`src/rtl/lirq_pkg.sv`:
```
package lirq_pkg;

  localparam int unsigned LIRQ_LINES  = 32;
  localparam int unsigned LIRQ_MODE_W = 4;
  localparam int unsigned LIRQ_DATA_W = 32;
  localparam int unsigned LIRQ_ADDR_W = 12;

  // Byte offsets of the register bank
  localparam int unsigned LIRQ_CFG_BASE = 32'h200;
  localparam int unsigned LIRQ_ENA_OFS  = 32'h210;
  localparam int unsigned LIRQ_PEND_OFS = 32'h214;

  typedef enum logic [LIRQ_MODE_W-1:0] {
    TRIG_RISE = 4'd0,
    TRIG_FALL = 4'd1,
    TRIG_HIGH = 4'd2,
    TRIG_LOW  = 4'd3,
    TRIG_ANY  = 4'd4
  } trig_mode_e;

endpackage

```
`src/rtl/lirq_rst_sync.sv`:
```
module lirq_rst_sync #(
  parameter int unsigned STAGES = 2
) (
  input  logic clk_i,
  input  logic rst_ni,
  output logic rst_sync_no
);

  logic [STAGES-1:0] chain_q;
  logic [STAGES-1:0] chain_d;

  always_comb begin
    chain_d = {chain_q[STAGES-2:0], 1'b1};
  end

  always_ff @(posedge clk_i or negedge rst_ni) begin
    if (!rst_ni) begin
      chain_q <= '0;
    end else begin
      chain_q <= chain_d;
    end
  end

  assign rst_sync_no = chain_q[STAGES-1];

endmodule

```
`src/rtl/lirq_sync.sv`:
```
module lirq_sync #(
  parameter int unsigned WIDTH = 32
) (
  input  logic             clk_i,
  input  logic             rst_ni,
  input  logic [WIDTH-1:0] async_i,
  output logic [WIDTH-1:0] cur_o,
  output logic [WIDTH-1:0] prev_o
);

  logic [WIDTH-1:0] meta_q;
  logic [WIDTH-1:0] cur_q;
  logic [WIDTH-1:0] prev_q;

  always_ff @(posedge clk_i or negedge rst_ni) begin
    if (!rst_ni) begin
      meta_q <= '0;
      cur_q  <= '0;
      prev_q <= '0;
    end else begin
      meta_q <= async_i;
      cur_q  <= meta_q;
      prev_q <= cur_q;
    end
  end

  assign cur_o  = cur_q;
  assign prev_o = prev_q;

endmodule

```
`src/rtl/lirq_detect.sv`:
```
module lirq_detect
  import lirq_pkg::*;
#(
  parameter int unsigned LINES  = LIRQ_LINES,
  parameter int unsigned MODE_W = LIRQ_MODE_W
) (
  input  logic [LINES*MODE_W-1:0] cfg_i,
  input  logic [LINES-1:0]        cur_i,
  input  logic [LINES-1:0]        prev_i,
  output logic [LINES-1:0]        event_o
);

  for (genvar n = 0; n < LINES; n++) begin : g_line
    logic [MODE_W-1:0] mode;
    assign mode = cfg_i[n*MODE_W +: MODE_W];

    always_comb begin
      case (mode)
        TRIG_RISE: event_o[n] =  cur_i[n] & ~prev_i[n];
        TRIG_FALL: event_o[n] = ~cur_i[n] &  prev_i[n];
        TRIG_HIGH: event_o[n] =  cur_i[n];
        TRIG_LOW:  event_o[n] = ~cur_i[n];
        TRIG_ANY:  event_o[n] =  cur_i[n] ^  prev_i[n];
        default:   event_o[n] = 1'b0;
      endcase
    end
  end

endmodule

```
`src/rtl/lirq_regs.sv`:
```
module lirq_regs
  import lirq_pkg::*;
#(
  parameter int unsigned LINES  = LIRQ_LINES,
  parameter int unsigned MODE_W = LIRQ_MODE_W,
  parameter int unsigned DATA_W = LIRQ_DATA_W,
  parameter int unsigned ADDR_W = LIRQ_ADDR_W
) (
  input  logic                    clk_i,
  input  logic                    rst_ni,
  input  logic                    bus_sel_i,
  input  logic                    bus_wr_i,
  input  logic [ADDR_W-1:0]       bus_addr_i,
  input  logic [DATA_W-1:0]       bus_wdata_i,
  output logic [DATA_W-1:0]       bus_rdata_o,
  input  logic [LINES-1:0]        event_i,
  output logic [LINES*MODE_W-1:0] cfg_o,
  output logic [LINES-1:0]        enable_o,
  output logic [LINES-1:0]        status_o,
  output logic [LINES-1:0]        clr_o,
  output logic                    irq_o
);

  localparam int unsigned FIELDS    = DATA_W / MODE_W;
  localparam int unsigned CFG_WORDS = LINES / FIELDS;
  localparam logic [ADDR_W-1:0] ENA_ADDR  = ADDR_W'(LIRQ_ENA_OFS);
  localparam logic [ADDR_W-1:0] PEND_ADDR = ADDR_W'(LIRQ_PEND_OFS);

  logic                  wr_strobe;
  logic [CFG_WORDS-1:0]  cfg_hit;
  logic [DATA_W-1:0]     cfg_q [CFG_WORDS];
  logic                  ena_hit;
  logic                  pend_hit;
  logic                  ena_we;
  logic [LINES-1:0]      enable_q;
  logic [LINES-1:0]      enable_d;
  logic [LINES-1:0]      status_q;
  logic [LINES-1:0]      status_d;
  logic [LINES-1:0]      clr_mask;
  logic                  irq_q;
  logic                  irq_d;

  assign wr_strobe = bus_sel_i & bus_wr_i;
  assign ena_hit   = bus_sel_i & (bus_addr_i == ENA_ADDR);
  assign pend_hit  = bus_sel_i & (bus_addr_i == PEND_ADDR);

  // Trigger-mode words, one register per group of lines
  for (genvar k = 0; k < CFG_WORDS; k++) begin : g_cfg
    localparam logic [ADDR_W-1:0] WORD_ADDR = ADDR_W'(LIRQ_CFG_BASE + 4 * k);
    logic              we;
    logic [DATA_W-1:0] nxt;

    assign cfg_hit[k] = bus_sel_i & (bus_addr_i == WORD_ADDR);
    assign we         = wr_strobe & cfg_hit[k];

    always_comb begin
      nxt = cfg_q[k];
      if (we) begin
        nxt = bus_wdata_i;
      end
    end

    always_ff @(posedge clk_i or negedge rst_ni) begin
      if (!rst_ni) begin
        cfg_q[k] <= '0;
      end else begin
        cfg_q[k] <= nxt;
      end
    end

    assign cfg_o[k*DATA_W +: DATA_W] = cfg_q[k];
  end

  // Enable mask
  assign ena_we = wr_strobe & ena_hit;

  always_comb begin
    enable_d = enable_q;
    if (ena_we) begin
      enable_d = bus_wdata_i[LINES-1:0];
    end
  end

  // Pending word: write-1 clear, new events take priority
  always_comb begin
    clr_mask = '0;
    if (wr_strobe && pend_hit) begin
      clr_mask = bus_wdata_i[LINES-1:0];
    end
    status_d = (status_q & ~clr_mask) | event_i;
    irq_d    = |(status_q & enable_q);
  end

  always_ff @(posedge clk_i or negedge rst_ni) begin
    if (!rst_ni) begin
      enable_q <= '0;
      status_q <= '0;
      irq_q    <= 1'b0;
    end else begin
      enable_q <= enable_d;
      status_q <= status_d;
      irq_q    <= irq_d;
    end
  end

  // Read path
  always_comb begin
    bus_rdata_o = '0;
    for (int k = 0; k < CFG_WORDS; k++) begin
      if (cfg_hit[k]) begin
        bus_rdata_o = cfg_q[k];
      end
    end
    if (ena_hit) begin
      bus_rdata_o = DATA_W'(enable_q);
    end
    if (pend_hit) begin
      bus_rdata_o = DATA_W'(status_q);
    end
  end

  assign enable_o = enable_q;
  assign status_o = status_q;
  assign clr_o    = clr_mask;
  assign irq_o    = irq_q;

endmodule

```
`src/rtl/lirq_top.sv`:
```
module lirq_top
  import lirq_pkg::*;
#(
  parameter int unsigned LINES  = LIRQ_LINES,
  parameter int unsigned MODE_W = LIRQ_MODE_W,
  parameter int unsigned DATA_W = LIRQ_DATA_W,
  parameter int unsigned ADDR_W = LIRQ_ADDR_W
) (
  input  logic              clk_i,
  input  logic              rst_ni,
  input  logic [LINES-1:0]  line_i,
  input  logic              bus_sel_i,
  input  logic              bus_wr_i,
  input  logic [ADDR_W-1:0] bus_addr_i,
  input  logic [DATA_W-1:0] bus_wdata_i,
  output logic [DATA_W-1:0] bus_rdata_o,
  output logic              irq_o
);

  logic                    rst_int_n;
  logic [LINES-1:0]        line_cur;
  logic [LINES-1:0]        line_prev;
  logic [LINES-1:0]        trig_event;
  logic [LINES*MODE_W-1:0] cfg_flat;
  logic [LINES-1:0]        enable_vec;
  logic [LINES-1:0]        status_vec;
  logic [LINES-1:0]        clr_vec;

  lirq_rst_sync #(
    .STAGES (2)
  ) u_rst_sync (
    .clk_i       (clk_i),
    .rst_ni      (rst_ni),
    .rst_sync_no (rst_int_n)
  );

  lirq_sync #(
    .WIDTH (LINES)
  ) u_sync (
    .clk_i   (clk_i),
    .rst_ni  (rst_int_n),
    .async_i (line_i),
    .cur_o   (line_cur),
    .prev_o  (line_prev)
  );

  lirq_detect #(
    .LINES  (LINES),
    .MODE_W (MODE_W)
  ) u_detect (
    .cfg_i   (cfg_flat),
    .cur_i   (line_cur),
    .prev_i  (line_prev),
    .event_o (trig_event)
  );

  lirq_regs #(
    .LINES  (LINES),
    .MODE_W (MODE_W),
    .DATA_W (DATA_W),
    .ADDR_W (ADDR_W)
  ) u_regs (
    .clk_i       (clk_i),
    .rst_ni      (rst_int_n),
    .bus_sel_i   (bus_sel_i),
    .bus_wr_i    (bus_wr_i),
    .bus_addr_i  (bus_addr_i),
    .bus_wdata_i (bus_wdata_i),
    .bus_rdata_o (bus_rdata_o),
    .event_i     (trig_event),
    .cfg_o       (cfg_flat),
    .enable_o    (enable_vec),
    .status_o    (status_vec),
    .clr_o       (clr_vec),
    .irq_o       (irq_o)
  );

endmodule

```
`config.mk`:
```
export PLATFORM = sky130hd
export DESIGN_NAME = lirq_top
export DESIGN_NICKNAME = d
export VERILOG_FILES = /design/src/rtl/lirq_pkg.sv /design/src/rtl/lirq_rst_sync.sv /design/src/rtl/lirq_sync.sv /design/src/rtl/lirq_detect.sv /design/src/rtl/lirq_regs.sv /design/src/rtl/lirq_top.sv
export SDC_FILE = /design/constraint.sdc
export NUM_CORES = 1
export LEC_CHECK = 0
export ABC_AREA = 1
export BUFFER_PORTS_ARGS = -buffer_cell sky130_fd_sc_hd__buf_4
export CAP_MARGIN = 20
export CORE_MARGIN = 8
export CORE_UTILIZATION = 44
export CTS_BUF_LIST = sky130_fd_sc_hd__clkbuf_8
export DETAILED_ROUTE_END_ITERATION = 6
export GPL_ROUTABILITY_DRIVEN = 0
export MAX_ROUTING_LAYER = met4
export PLACE_DENSITY_LB_ADDON = 0.2
export SLEW_MARGIN = 10
export SYNTH_ARGS = -nofsm -noshare
export SYNTH_HDL_FRONTEND = slang
export SYNTH_SLANG_ARGS = --single-unit
```
`constraint.sdc`:
```
create_clock -name clk_i -period 10.1 [get_ports clk_i]
set_input_delay 0.505 -clock clk_i [delete_from_list [all_inputs] [get_ports clk_i]]
set_output_delay 0.505 -clock clk_i [all_outputs]
set_load 0.02 [all_outputs]
```
# After elaboration in Yosys (flattened, before gate mapping)
# Cells that the tools add are included.
# totals
input_bits	80
elab_cells	394
regBits	291
output_inout_bits	33
# classes
eq_ne	134
bitwise	176
muxes	39
n_reduce_logical	34
# op_table
op	n
$eq 4x2->1 const B	64
$mux 32	7
$pmux 1 s5	32
$eq 4x1->1 const B	32
$eq 4x3->1 const B	32
$logic_not 4->1	32
$and 1x1->1	76
$eq 12x10->1 const B	6
$and 32x32->32	2
$not 1->1	64
$not 32->32	1
$or 32x32->32	1
$reduce_or 32->1	1
$xor 1x1->1	32
$logic_and 1x1->1	1

# Logic depth before layout (Yosys ltp)
# depth
depth_word	8
mapped_depth	13
ltp_nobuf	12

# Hierarchy
# A second synthesis with hierarchy kept.
# unflattened
cells_unflattened	1974
area_unflattened_um2	15332.2
# modules_own_cells
mod	n_inst	area_per_inst_um2	seq_area_each_um2	cells_per_inst
lirq_regs	1	9172.5	4829.6	1112
lirq_detect	1	3703.6	0.0	763
lirq_sync	1	2402.3	2402.3	96
lirq_rst_sync	1	53.8	50.0	3

# Worst setup path after synthesis
# Ideal clock, no wire load.
# synth_timing
path_type	input-to-output
startpoint	in bus_addr_i[11]
endpoint	out bus_rdata_o[6]
arrival_time_ns	1.772
stages	11
setup_slack_ns	7.823
t_required_ns	9.595
n_path_buf	2
cell_sequence	nor2_1 -> nand2_1 -> nor2_4 -> nand2_1 -> nor2_2 -> buf_4 -> buf_4 -> nand2_1 -> nand2_1 -> a21oi_1 -> nor2_1
# synth_via
elab_chain_cells	8
word_cells_on_any_way	18
cone_classes	eq/ne: 6; mux: 6; bitwise: 6
# synth_lines
item	line_no	rtl
start, declared	lirq_top.sv:14	input logic [ADDR_W-1:0] bus_addr_i,
$eq 12x10->1	lirq_regs.sv:53	assign cfg_hit[k] = bus_sel_i & (bus_addr_i == WORD_ADDR);
$and 1x1->1	lirq_regs.sv:53	
$mux 32 (4 in a row)	lirq_regs.sv:110	if (cfg_hit[k]) begin
$mux 32	lirq_regs.sv:114	if (ena_hit) begin
$mux 32 (*)	lirq_regs.sv:117	if (pend_hit) begin
end, declared	lirq_top.sv:16	output logic [DATA_W-1:0] bus_rdata_o,
# Mark *: on every way between the ends. The rest lies on a longest branch, timed or not.

# Final worst setup path
# layout_timing
startpoint	in bus_addr_i[11]
endpoint	out bus_rdata_o[26]
# Same word-level chain as after synthesis.

==> qor.csv <==
metric,value,unit
Post-synth EDFFs,0,
Yosys cell types,39,
initial antenna violation count,0,
Antenna Cells,0,
Reg power frac,49.1,%
CP required,9600,ps
dpl hpwl,27700,um
Clock H-tree levels,2,
Synth Register Bits,291,
CP cell instances,buf_4 > nor2_1 > nand2_1 > nor2_4 > nand2_1 > nor2_4 > inv_2 > nor2_1 > nor2_1 > buf_4,
period utilisation layout,40.4,%
worst ir drop on vdd,97.8,uV
Fmax,245,MHz
Port Buffers,112,
static leakage,0.00812,uW
Async SR Flop Fraction,100,%
CTS tree,built,
ys flop type,dfrtp_1,
Max Root-Sink Buffers,3,
final wirelength,40800,um
DRT iter0 DRCs,944,
Final Skew,29.8,ps
worst-path fanout max,41,
Die Footprint,0.0384,mm^2
largest net degree at the start of global routing,75,
Critical-path top delay cell,nor2_4,
Synth Cell Area,0.0142,mm^2
Routed wire per std cell,18.2,um
Worst Reg2Reg Path Length in Cells,2,
Vias/cell,5.27,
Internal Power,1880,uW
DR pass1 iterations,5,
met3 Track Usage GR,3.89,%
worst-skew pair later-pin latency,580,ps
CTS Buf Count,51,
num ports,113,
CORE AREA,0.0322,mm^2
Logic pwr share,4.7,%
total negative slack,0,ps
vias in the first global route,11700,
Power Density,149,mW/mm^2
Clock Power Share,46.2,%
grt ovf,0,
Worst-Margin Slew,1210,ps
Rows,66,
post-layout minimum cycle time,4080,ps
max cap viols,0,
endpoints failing hold,0,
Yosys Warn Count,0,
clk slew on worst S/H paths,60,ps
pre-CTS WS,5850,ps
sequential-to-total area share from yosys stat,51.2,%
DRC violations left,0,
Starting Density,44.2,%
Detail Route Antenna Nets,0,
root buf cell,clkbuf_8,
total track usage,22.1,%
"non-filler cells, final",2249,
height of the die,196,um
layout cell share with drive strength beyond 1,12.1,%
Top delay family on crit path,simple AND/OR/NAND/NOR gates,
Worst path depth,10,
RSZ-0062 raised after global routing,no,
GR Util met2,34.4,%
Final nets,1952,
total number of vias,11900,
placed insts,2154,
R2R Setup Slk,7740,ps
# setup viols final,0,
CP bufs+invs,3,
Max Transition Viols Final,0,
hold depth,1,
crit path capture type,output pin,
first-pass GRT wire length,65500,um
"Net Count, Synth",1835,
switch share,23.3,%
Min-Delay Path Class,input port to flop,
GR peak layer,met2,
Slew Limit Headroom,19.6,%
kind of critical path,input port to output pin,
"most used cell, CP",nor2_1,
# resized after CTS,0,
"Largest stage delay, worst path",700,ps
Setup WS post-layout,6020,ps
Cells after Synth,1691,
WP data arrival,3570,ps
syn avg cell area,8.42,um^2
die width,196,um
status,finished clean,
area grow syn2layout,15.7,%
Psw,572,uW
Clock Sinks,291,
type of origin of the critical path,input port,
grt met1 use,29.1,%
-- cells in the mapped netlist (13+ instances only) --
| library cell | instances | share of area (%) |
|---|---|---|
| inv_1 | 224 | 5.9 |
| o21bai_1 | 13 | 0.69 |
| o211ai_1 | 30 | 1.6 |
| ha_1 | 64 | 5.6 |
| nor2_1 | 84 | 2.2 |
| nand3_1 | 74 | 2.6 |
| buf_2 | 40 | 1.4 |
| nand2_1 | 432 | 11 |
| o21ai_1 | 121 | 4.3 |
| o21ai_0 | 134 | 4.7 |
| a21oi_1 | 65 | 2.3 |
| dfrtp_1 | 291 | 51 |
| clkbuf_1 | 15 | 0.40 |
-- cell type report --
cell class,count,area [um^2]
multi-input combinational,1106,5750
tap,408,510
sequential,291,7290
clock buffer,65,895
timing repair buffer,129,996
fill,3087,15700
clock inverter,21,168
inverter,229,860
-- stage by stage --
| step | util [%] | area [um^2] | hold slack, ps | power (uW) |
|---|---|---|---|---|
| floorplan | - | 14200 | 209 | 1280 |
| global placement | 47.5 | 15300 | 200 | 1340 |
| detailed placement | 47.5 | 15300 | 200 | 1340 |
| CTS | 50.9 | 16400 | 1.69 | 2480 |
| global route | 51.1 | 16500 | 0.553 | 2560 |
| finish | 51.1 | 16500 | 36.5 | 2450 |
-- cell families (layout without fill, tap and decap cells) --
kind of cell | Yosys count | count (layout) | synth area share (%)
other | 1 | 1 | 0.0264
buffers and inverters | 294 | 444 | 8.45
flip-flops | 291 | 291 | 51.2
adder cells (fa/ha/maj) | 64 | 64 | 5.63
AO/OA/AOI/OAI | 397 | 397 | 15.5
AND/OR/NAND/NOR | 637 | 637 | 18.8
multiplexers | 7 | 7 | 0.492
-- power groups by stage --
stage          combinational [uW]  clock [uW]  sequential, uW
2_1_floorplan                43.1           0            1240
3_3_place_gp                  112           0            1220
3_5_place_dp                  114           0            1220
4_1_cts                       115        1160            1200
5_1_grt                       131        1220            1210
6_report                      114        1130            1200
-- registers in the layout, summed over array words and instances, names as in the netlist --
register	flops
u_regs.cfg_o	128
u_regs.irq_o	1
u_sync.meta_q	32
u_rst_sync.chain_q	2
u_regs.status_o	32
u_regs.enable_o	32
u_sync.cur_o	32
u_sync.prev_o	32
-- cell usage in the layout, fill, tap and decap left out, types with 6 or more instances in the layout --
master         count
nand2_1          432
dfrtp_1          290
inv_1            236
o21ai_0          134
o21ai_1          121
buf_4            120
nor2_1            84
nand3_1           74
a21oi_1           65
clkbuf_8          65
ha_1              64
o211ai_1          30
o21bai_1          13
dlygate4sd3_1      8
nor4_1             7
o41ai_1            7
nor3_1             7
nand4_1            7
mux2i_1            7
nor2_2             6
o31ai_1            6
o221ai_1           6
-- routing by layer --
metal | part of all wire, % | vias to the layer above
li1 | - | 5734
met3 | 6.3 | 88
met2 | 46 | 380
met5 | 0 | -
met1 | 45 | 5654
met4 | 2.8 | 0
-- path summary, 6_finish.rpt --
kind | from | to
setup / recovery | bus_addr_i[11] | bus_rdata_o[26]
min in group asynchronous | u_rst_sync.chain_q[1]$_DFF_PN0_ | u_regs.status_o[17]$_DFF_PN0_
max in group asynchronous | u_rst_sync.chain_q[1]$_DFF_PN0_ | u_regs.cfg_o[79]$_DFFE_PN0P_
hold reg to reg | u_rst_sync.chain_q[1]$_DFF_PN0_ | u_regs.status_o[17]$_DFF_PN0_
hold / removal | line_i[2] | u_sync.meta_q[2]$_DFF_PN0_
setup reg to reg | u_rst_sync.chain_q[1]$_DFF_PN0_ | u_regs.cfg_o[79]$_DFFE_PN0P_
-- timing repair --
action / 4_1_cts / 5_1_grt
hold endpoints to repair: 2 / 7
buffers inserted: 0 / 0
hold buffers: 1 / 7
(Power assumes the default switching activity.)
